## config.mk

```make
export PLATFORM = sky130hd
export DESIGN_NAME = cap_channel
export DESIGN_NICKNAME = d
export VERILOG_FILES = /design/src/rtl/cap_pkg.sv /design/src/rtl/cap_edge_detect.sv /design/src/rtl/cap_ctrl.sv /design/src/rtl/cap_flags.sv /design/src/rtl/cap_channel.sv
export SDC_FILE = /design/constraint.sdc
export NUM_CORES = 1
export LEC_CHECK = 0
export BUFFER_PORTS_ARGS = -buffer_cell sky130_fd_sc_hd__buf_2
export CORE_UTILIZATION = 38
export DETAILED_ROUTE_END_ITERATION = 8
export GPL_TIMING_DRIVEN = 0
export PLACE_DENSITY = 0.77
export SYNTH_ARGS = -nofsm -noshare
export SYNTH_HDL_FRONTEND = slang
export SYNTH_HIERARCHICAL = 1
export SYNTH_SLANG_ARGS = --single-unit
```

## constraint.sdc

```tcl
create_clock -name clk -period 2 [get_ports clk]
set_clock_uncertainty 0.1 [all_clocks]
set_input_delay 0.2 -clock clk [delete_from_list [all_inputs] [get_ports clk]]
set_output_delay 0.2 -clock clk [all_outputs]
set_load 0.02 [all_outputs]
```

## src/rtl/cap_pkg.sv

```systemverilog
package cap_pkg;
    typedef enum logic {
        ST_IDLE,
        ST_WAIT_TICK
    } cap_state_e;

    localparam logic [1:0] EDGE_OFF  = 2'b00;
    localparam logic [1:0] EDGE_RISE = 2'b01;
    localparam logic [1:0] EDGE_FALL = 2'b10;
    localparam logic [1:0] EDGE_BOTH = 2'b11;

    localparam logic [1:0] SRC_PIN_A = 2'b00;
    localparam logic [1:0] SRC_PIN_B = 2'b01;
    localparam logic [1:0] SRC_LOW   = 2'b10;
    localparam logic [1:0] SRC_HIGH  = 2'b11;
endpackage

```

## src/rtl/cap_edge_detect.sv

```systemverilog
module cap_edge_detect
    import cap_pkg::*;
(
    input  logic       clk,
    input  logic       rst_n,
    input  logic       pin_a,
    input  logic       pin_b,
    input  logic [1:0] src_sel,
    input  logic [1:0] edge_mode,
    output logic       level,
    output logic       edge_hit
);
    logic prev_q;
    logic rise;
    logic fall;

    // source mux
    always_comb begin
        unique case (src_sel)
            SRC_PIN_A: level = pin_a;
            SRC_PIN_B: level = pin_b;
            SRC_LOW:   level = 1'b0;
            SRC_HIGH:  level = 1'b1;
        endcase
    end

    always_ff @(posedge clk or negedge rst_n) begin
        if (!rst_n) prev_q <= 1'b0;
        else        prev_q <= level;
    end

    assign rise = level & ~prev_q;
    assign fall = ~level & prev_q;

    // edge qualification
    always_comb begin
        unique case (edge_mode)
            EDGE_OFF:  edge_hit = 1'b0;
            EDGE_RISE: edge_hit = rise;
            EDGE_FALL: edge_hit = fall;
            EDGE_BOTH: edge_hit = rise | fall;
        endcase
    end
endmodule

```

## src/rtl/cap_ctrl.sv

```systemverilog
module cap_ctrl
    import cap_pkg::*;
(
    input  logic       clk,
    input  logic       rst_n,
    input  logic       edge_hit,
    input  logic       sync_en,
    input  logic       tick,
    output cap_state_e state_q,
    output logic       cap_ev
);
    cap_state_e state_d;

    always_ff @(posedge clk or negedge rst_n) begin
        if (!rst_n) state_q <= ST_IDLE;
        else        state_q <= state_d;
    end

    // next state and capture strobe
    always_comb begin
        state_d = state_q;
        cap_ev  = 1'b0;
        unique case (state_q)
            ST_IDLE: begin
                if (edge_hit) begin
                    if (!sync_en || tick) cap_ev = 1'b1;    // direct
                    else                  state_d = ST_WAIT_TICK; // defer
                end
            end
            ST_WAIT_TICK: begin
                if (tick) begin                              // commit
                    cap_ev  = 1'b1;
                    state_d = ST_IDLE;
                end
            end
        endcase
    end
endmodule

```

## src/rtl/cap_flags.sv

```systemverilog
module cap_flags #(
    parameter int CNT_W = 16
) (
    input  logic             clk,
    input  logic             rst_n,
    input  logic             cap_ev,
    input  logic [CNT_W-1:0] count,
    input  logic             clr_flag,
    input  logic             clr_ovf,
    input  logic             irq_en,
    output logic [CNT_W-1:0] cap_value,
    output logic             cap_flag,
    output logic             ovf_flag,
    output logic             irq
);
    always_ff @(posedge clk or negedge rst_n) begin
        if (!rst_n) begin
            cap_value <= '0;
            cap_flag  <= 1'b0;
            ovf_flag  <= 1'b0;
        end else begin
            if (cap_ev)        cap_value <= count;
            if (cap_ev)        cap_flag  <= 1'b1;   // set wins
            else if (clr_flag) cap_flag  <= 1'b0;
            if (cap_ev && cap_flag) ovf_flag <= 1'b1;
            else if (clr_ovf)       ovf_flag <= 1'b0;
        end
    end

    assign irq = cap_flag & irq_en;
endmodule

```

## src/rtl/cap_channel.sv

```systemverilog
module cap_channel
    import cap_pkg::*;
#(
    parameter int CNT_W = 16
) (
    input  logic             clk,
    input  logic             rst_n,
    input  logic             tick,
    input  logic [CNT_W-1:0] count,
    input  logic             pin_a,
    input  logic             pin_b,
    input  logic [1:0]       edge_mode,
    input  logic [1:0]       src_sel,
    input  logic             sync_en,
    input  logic             irq_en,
    input  logic             clr_flag,
    input  logic             clr_ovf,
    output logic [CNT_W-1:0] cap_value,
    output logic             cap_flag,
    output logic             ovf_flag,
    output logic             src_level,
    output logic             irq
);
    logic       edge_hit;
    logic       cap_ev;
    cap_state_e state_q;

    cap_edge_detect u_edge (
        .clk(clk), .rst_n(rst_n), .pin_a(pin_a), .pin_b(pin_b),
        .src_sel(src_sel), .edge_mode(edge_mode),
        .level(src_level), .edge_hit(edge_hit)
    );

    cap_ctrl u_ctrl (
        .clk(clk), .rst_n(rst_n), .edge_hit(edge_hit), .sync_en(sync_en),
        .tick(tick), .state_q(state_q), .cap_ev(cap_ev)
    );

    cap_flags #(.CNT_W(CNT_W)) u_flags (
        .clk(clk), .rst_n(rst_n), .cap_ev(cap_ev), .count(count),
        .clr_flag(clr_flag), .clr_ovf(clr_ovf), .irq_en(irq_en),
        .cap_value(cap_value), .cap_flag(cap_flag), .ovf_flag(ovf_flag),
        .irq(irq)
    );
endmodule

```

# --- After elaboration in Yosys (flattened, before gate mapping) ---
# Index checks and enable logic that the tools add are counted.
word_totals:
  ff_bits: 20
  latch_bits: 0
  ramBits: 0
  mem_bits_ro: 0
  input_bits: 29
  out_inout_bits: 20
  word_cells: 39
  n_memories: 0
classes:
  n_addsub: 0
  mul: 0
  n_div: 0
  order_cmp: 0
  n_eq_ne: 6
  shifts: 0
  muxes: 14
  bitwise_logic: 7
  reduce_logical: 7
op_table:
  columns: ["operator", "count"]
  rows:
  - ["1-bit 2-to-1 mux", 10]
  - ["2-bit equality test, second input constant", 4]
  - ["1-bit one-hot mux with 4 select lines", 2]
  - ["2-bit by 1-bit equality test with 1-bit output, second input constant", 2]
  - ["2-bit logical NOT", 2]
  - ["1-bit one-hot mux with 2 select lines", 2]
  - ["2-bit nonzero test", 2]
  - ["1-bit AND", 3]
  - ["1-bit inverter", 3]
  - ["1-bit logical AND", 1]
  - ["1-bit logical NOT", 1]
  - ["1-bit logical OR", 1]
  - ["1-bit OR", 1]

# --- Longest topological paths before layout ---
logic_depth:
  depth_word: 10
  depth_mapped: 11

# --- By module ---
# Netlist, hierarchy kept.
modules_own_cells:
  columns: ["mod", "n_inst", "cells_per_inst", "area_per_inst_um2"]
  rows:
  - ["cap_flags", 1, 42, 723.2]
  - ["cap_edge_detect", 1, 12, 103.8]
  - ["cap_ctrl", 1, 5, 46.3]

# --- Least setup slack after synthesis ---
# OpenSTA, ideal clock, no wires.
synth_path:
  path_type: "input to register"
  start: "input port src_sel[1]"
  end: "register u_flags.cap_value[10]"
  setup_time_ns: 0.125
  t_arrival_ns: 1.775
  t_required_ns: 1.775
  setup_slack_ns: 0.000
  stages: 10
  cell_sequence: "o21ai_2 o21ai_1 ha_1 nor2b_1 o21ai_0 o31ai_2 o22a_1 buf_6 buf_12 mux2_4"
synth_between:
  elab_chain_len: 8
  word_cells_on_any_way: 12
  cone_classes: "eq/ne (3); mux (4); bitwise (4); reduce/logical (1)"
synth_rtl:
  columns: ["item", "line", "rtl"]
  rows:
  - ["from (decl)", "cap_channel.sv:13", "input logic [1:0] src_sel,"]
  - ["2-bit equality test, or another cell as far along", "cap_edge_detect.sv:19", "unique case (src_sel)"]
  - ["1-bit one-hot mux with 4 select lines (*)", "cap_edge_detect.sv:19", null]
  - ["1-bit inverter", "cap_edge_detect.sv:33", "assign fall = ~level & prev_q;"]
  - ["1-bit AND", "cap_edge_detect.sv:33", null]
  - ["1-bit OR", "cap_edge_detect.sv:41", "EDGE_BOTH: edge_hit = rise | fall;"]
  - ["1-bit one-hot mux with 4 select lines (*)", "cap_edge_detect.sv:37", "unique case (edge_mode)"]
  - ["via edge_hit", "cap_channel.sv:24", "logic edge_hit;"]
  - ["1-bit 2-to-1 mux (*)", "cap_ctrl.sv:25", "if (edge_hit) begin"]
  - ["1-bit one-hot mux with 2 select lines (*)", "cap_ctrl.sv:23", "unique case (state_q)"]
  - ["via cap_ev", "cap_channel.sv:25", "logic cap_ev;"]
  - ["to (signal assigned)", "cap_flags.sv:22", "if (cap_ev) cap_value <= count;"]
  - ["to (decl)", "cap_flags.sv:11", "output logic [CNT_W-1:0] cap_value,"]
# The timed path passes the listed nets; every way through them passes the cells marked *.
# A chain may end at the register's enable or synchronous reset.

# --- Worst setup path in the final report ---
layout_path:
  start: "register u_edge.prev_q"
  end: "register u_flags.cap_value[7]"
layout_between:
  elab_chain_len: 6
  word_cells_on_any_way: 7
  cone_classes: "mux (3); bitwise (4)"
layout_rtl:
  columns: ["item", "line", "rtl"]
  rows:
  - ["from (decl)", "cap_edge_detect.sv:13", "logic prev_q;"]
  - ["from (signal assigned)", "cap_edge_detect.sv:29", "else prev_q <= level;"]
  - ["1-bit inverter", "cap_edge_detect.sv:32", "assign rise = level & ~prev_q;"]
  - ["1-bit AND", "cap_edge_detect.sv:32", null]
  - ["1-bit OR", "cap_edge_detect.sv:41", null]
  - ["1-bit one-hot mux with 4 select lines (*)", "cap_edge_detect.sv:37", null]
  - ["via edge_hit", "cap_channel.sv:24", null]
  - ["1-bit 2-to-1 mux (*)", "cap_ctrl.sv:25", null]
  - ["1-bit one-hot mux with 2 select lines (*)", "cap_ctrl.sv:23", null]
  - ["via cap_ev", "cap_channel.sv:25", null]
# Marks and branches as above.

==> results.json <==
{
  "syn_nets": 89,
  "gp_congestion": 0.667,
  "start_util": 0.424,
  "startpoint": "u_edge/prev_q$_DFF_PN0_",
  "reg2reg_depth": 9,
  "syn_area_per_cell_um2": 14.8,
  "clock-root-buffer": "clkbuf_4",
  "num_antenna_cells": 0,
  "path_cells": "inv_2, ha_4, nor2b_2, o21ai_2, o31ai_4, o22a_1, buf_6, clkbuf_16, mux2_4",
  "port_buffers": 48,
  "vias_per_cell": 4.72,
  "grt_pass1_vias": 721,
  "dr.first_iter.drc_count": 6,
  "clkLatencyLatePin_ps": 290,
  "io_pins": 49,
  "ys_ff_latch": 20,
  "clkSlewWorstSetupHoldPaths_ps": 100,
  "reg2reg_from": "u_edge/prev_q$_DFF_PN0_",
  "clk_path_buf_depth": 2,
  "area_growth_pct": 49.1,
  "hold_path.class": "input pin to flop",
  "crit_type": "flop to flop",
  "synth_top_area_cell": "dfrtp_1",
  "dpl.hpwl_mm": 1.37,
  "outcome": "finished, final reports clean",
  "finalMaxSlewViolations": 0,
  "relSlewSlack": 0.705,
  "overflow": 0,
  "fin_nets": 150,
  "cp.arrival_ps": 2030,
  "slowest_delay_ps": 370,
  "vias": 685,
  "cp_slowest_cell": "dfrtp_1",
  "die_h_um": 49.9,
  "dieArea_um2": 2490,
  "layout.cells.non_filler": 145,
  "ir_worst_vdd_mv": 0.704,
  "antenna_found_initial": 0,
  "crit_cells": 9,
  "setup_viol": 0,
  "syn_area_um2": 873,
  "p_leak_nw": 0.663,
  "rows": 16,
  "cts_buffers": 3,
  "final_area_um2": 1300,
  "cts_tree": "done",
  "fin_crit_ps": 1950,
  "critPathTopFamily": "compound AO/OA/AOI/OAI gates",
  "crit_path_max_fanout": 7,
  "rsz0062_at_grt": "yes",
  "synth_edf_count": 0,
  "yosysMostFrequentCell": "dfrtp_1",
  "dp.cells": 134,
  "crit_buf_inv": 3,
  "grt_use_total": 0.162,
  "r2r_setup_slack_ps": 50,
  "finalHoldViolCount": 0,
  "period_share": 0.973,
  "synth_common_cells": "20 x dfrtp_1, 8 x mux2_2, 8 x mux2_4",
  "routed_wl_mm": 1.89,
  "timing.hold.ws_ps": 34.5,
  "r2r_end": "u_flags/cap_value[7]$_DFFE_PN0P_",
  "worst_pin_slew_ps": 442,
  "drive_above_1_share": 0.703,
  "critPathLaunchType": "flop",
  "power_density_nw_per_um2": 1030,
  "async_flop_share": 1.00,
  "synthCells": 59,
  "synth_top_area_share": 0.573,
  "die_w_um": 49.9,
  "synth_top_flop_cell": "dfrtp_1",
  "post-route-drc-count": 0,
  "synthTopCellsByArea": "dfrtp_1 57%, mux2_4 14%, mux2_2 10%, buf_12 2.3%, o21ai_2 2.0%",
  "grt_max_degree": 21,
  "synthDistinctLibCells": 19,
  "max_freq_mhz": 514,
  "wl_per_cell_um": 13.0,
  "yosysSeqAreaShare": 0.573,
  "cp-endpoint": "u_flags/cap_value[7]$_DFFE_PN0P_",
  "endpoint_kind": "flop",
  "ys_warn_count": 6,
  "max-cap-violations": 0,
  "core_area_um2": 2060,
  "ant_nets": 0,
  "htree_levels": 1,
  "cp.required_ps": 2080,
  "place_area_um2": 1150,
  "grt_pass1_wl_mm": 2.93,
  "first_pass_iters": 3,
  "cts_num_sinks": 20
}
[timing repair]
item	4_1_cts	5_1_grt
hold buffers	3	0
resized for setup	0	7
endpoints found under the setup margin	0	17
hold endpoints to repair	22	0
setup buffers	0	4
[report_power, final]
| part | total (mW) | internal, mW | switching (mW) |
|---|---|---|---|
| Combinational | 0.578 | 0.288 | 0.290 |
| Clock | 0.180 | 0.0699 | 0.110 |
| Sequential | 0.583 | 0.521 | 0.0626 |
| Total | 1.34 | 0.879 | 0.463 |
[flip-flops by register name, summed over array words and instances (netlist names)]
name               flops
u_edge/prev_q          1
u_ctrl/state_q         1
u_flags/ovf_flag       1
u_flags/cap_value     16
u_flags/cap_flag       1
[metrics by stage]
step	total power, mW	TNS (ps)	setup slack, ps	utilization
after detailed placement	1.12	-1630	-162	0.556
after global placement	1.10	-1140	-135	0.556
final	1.34	0	54.0	0.632
after CTS	1.31	0	10.0	0.582
after global routing	1.42	-268	-43.4	0.632
after floorplan	0.931	0	50.3	-
[kinds of logic after synthesis]
family	after synthesis	synth area share
adders and majority gates	1	0.0143
AOI/OAI and AO/OA	9	0.0774
DFF	20	0.573
buffers and inverters	5	0.0487
muxes	16	0.241
and+or+nand+nor	8	0.0459
[how the worst min path moves through the flow]
stage,cells after the start,endpoint,slack (ps),from
2_1_floorplan,0,u_ctrl/state_q$_DFF_PN0_,-200,rst_n
3_3_place_gp,1,u_flags/cap_value[12]$_DFFE_PN0P_,60,rst_n
3_5_place_dp,1,u_flags/cap_value[14]$_DFFE_PN0P_,70,rst_n
4_1_cts,2,u_flags/cap_value[13]$_DFFE_PN0P_,20,count[13]
5_1_grt,2,u_flags/cap_value[13]$_DFFE_PN0P_,20,count[13]
6_report,2,u_flags/cap_value[9]$_DFFE_PN0P_,30,count[9]
[layout by cell type (no fill, tap or decap)]
cell           netlist  final
clkbuf_16            0      1
mux2_4               8      8
buf_4                0      3
nand2b_1             1      1
a21oi_1              1      1
nor2_1               2      2
dlygate4sd3_1        0      3
o21ai_0              2      1
mux2_2               8      8
o21ai_1              1      1
buf_2                0     48
buf_12               1      2
o22a_1               1      1
inv_2                0      1
nor2b_4              0      1
buf_6                1      1
clkbuf_4             0      3
a21o_2               1      1
o31ai_4              0      1
ha_4                 0      1
inv_1                3      2
nor2b_2              0      1
dfrtp_1             20     20
o21ai_2              2      3
and2_1               1      1
nand2_1              2      2
[final cells by class]
| class | instances | area, um2 |
|---|---|---|
| clock buffer | 3 | 22.5 |
| inverter | 3 | 11.3 |
| multi-input combinational | 34 | 365 |
| timing repair buffer | 56 | 338 |
| buffer | 2 | 31.3 |
| fill | 178 | 759 |
| sequential | 20 | 500 |
| tap | 27 | 33.8 |
[metal layers]
layer,vias up,share of wire,track usage
li1,319,-,-
met1,340,0.37,0.148
met2,24,0.56,0.324
met3,2,0.064,0.0494
met4,0,0.0048,0.0571
met5,-,0,0
Power figures use the tool's default switching activity.
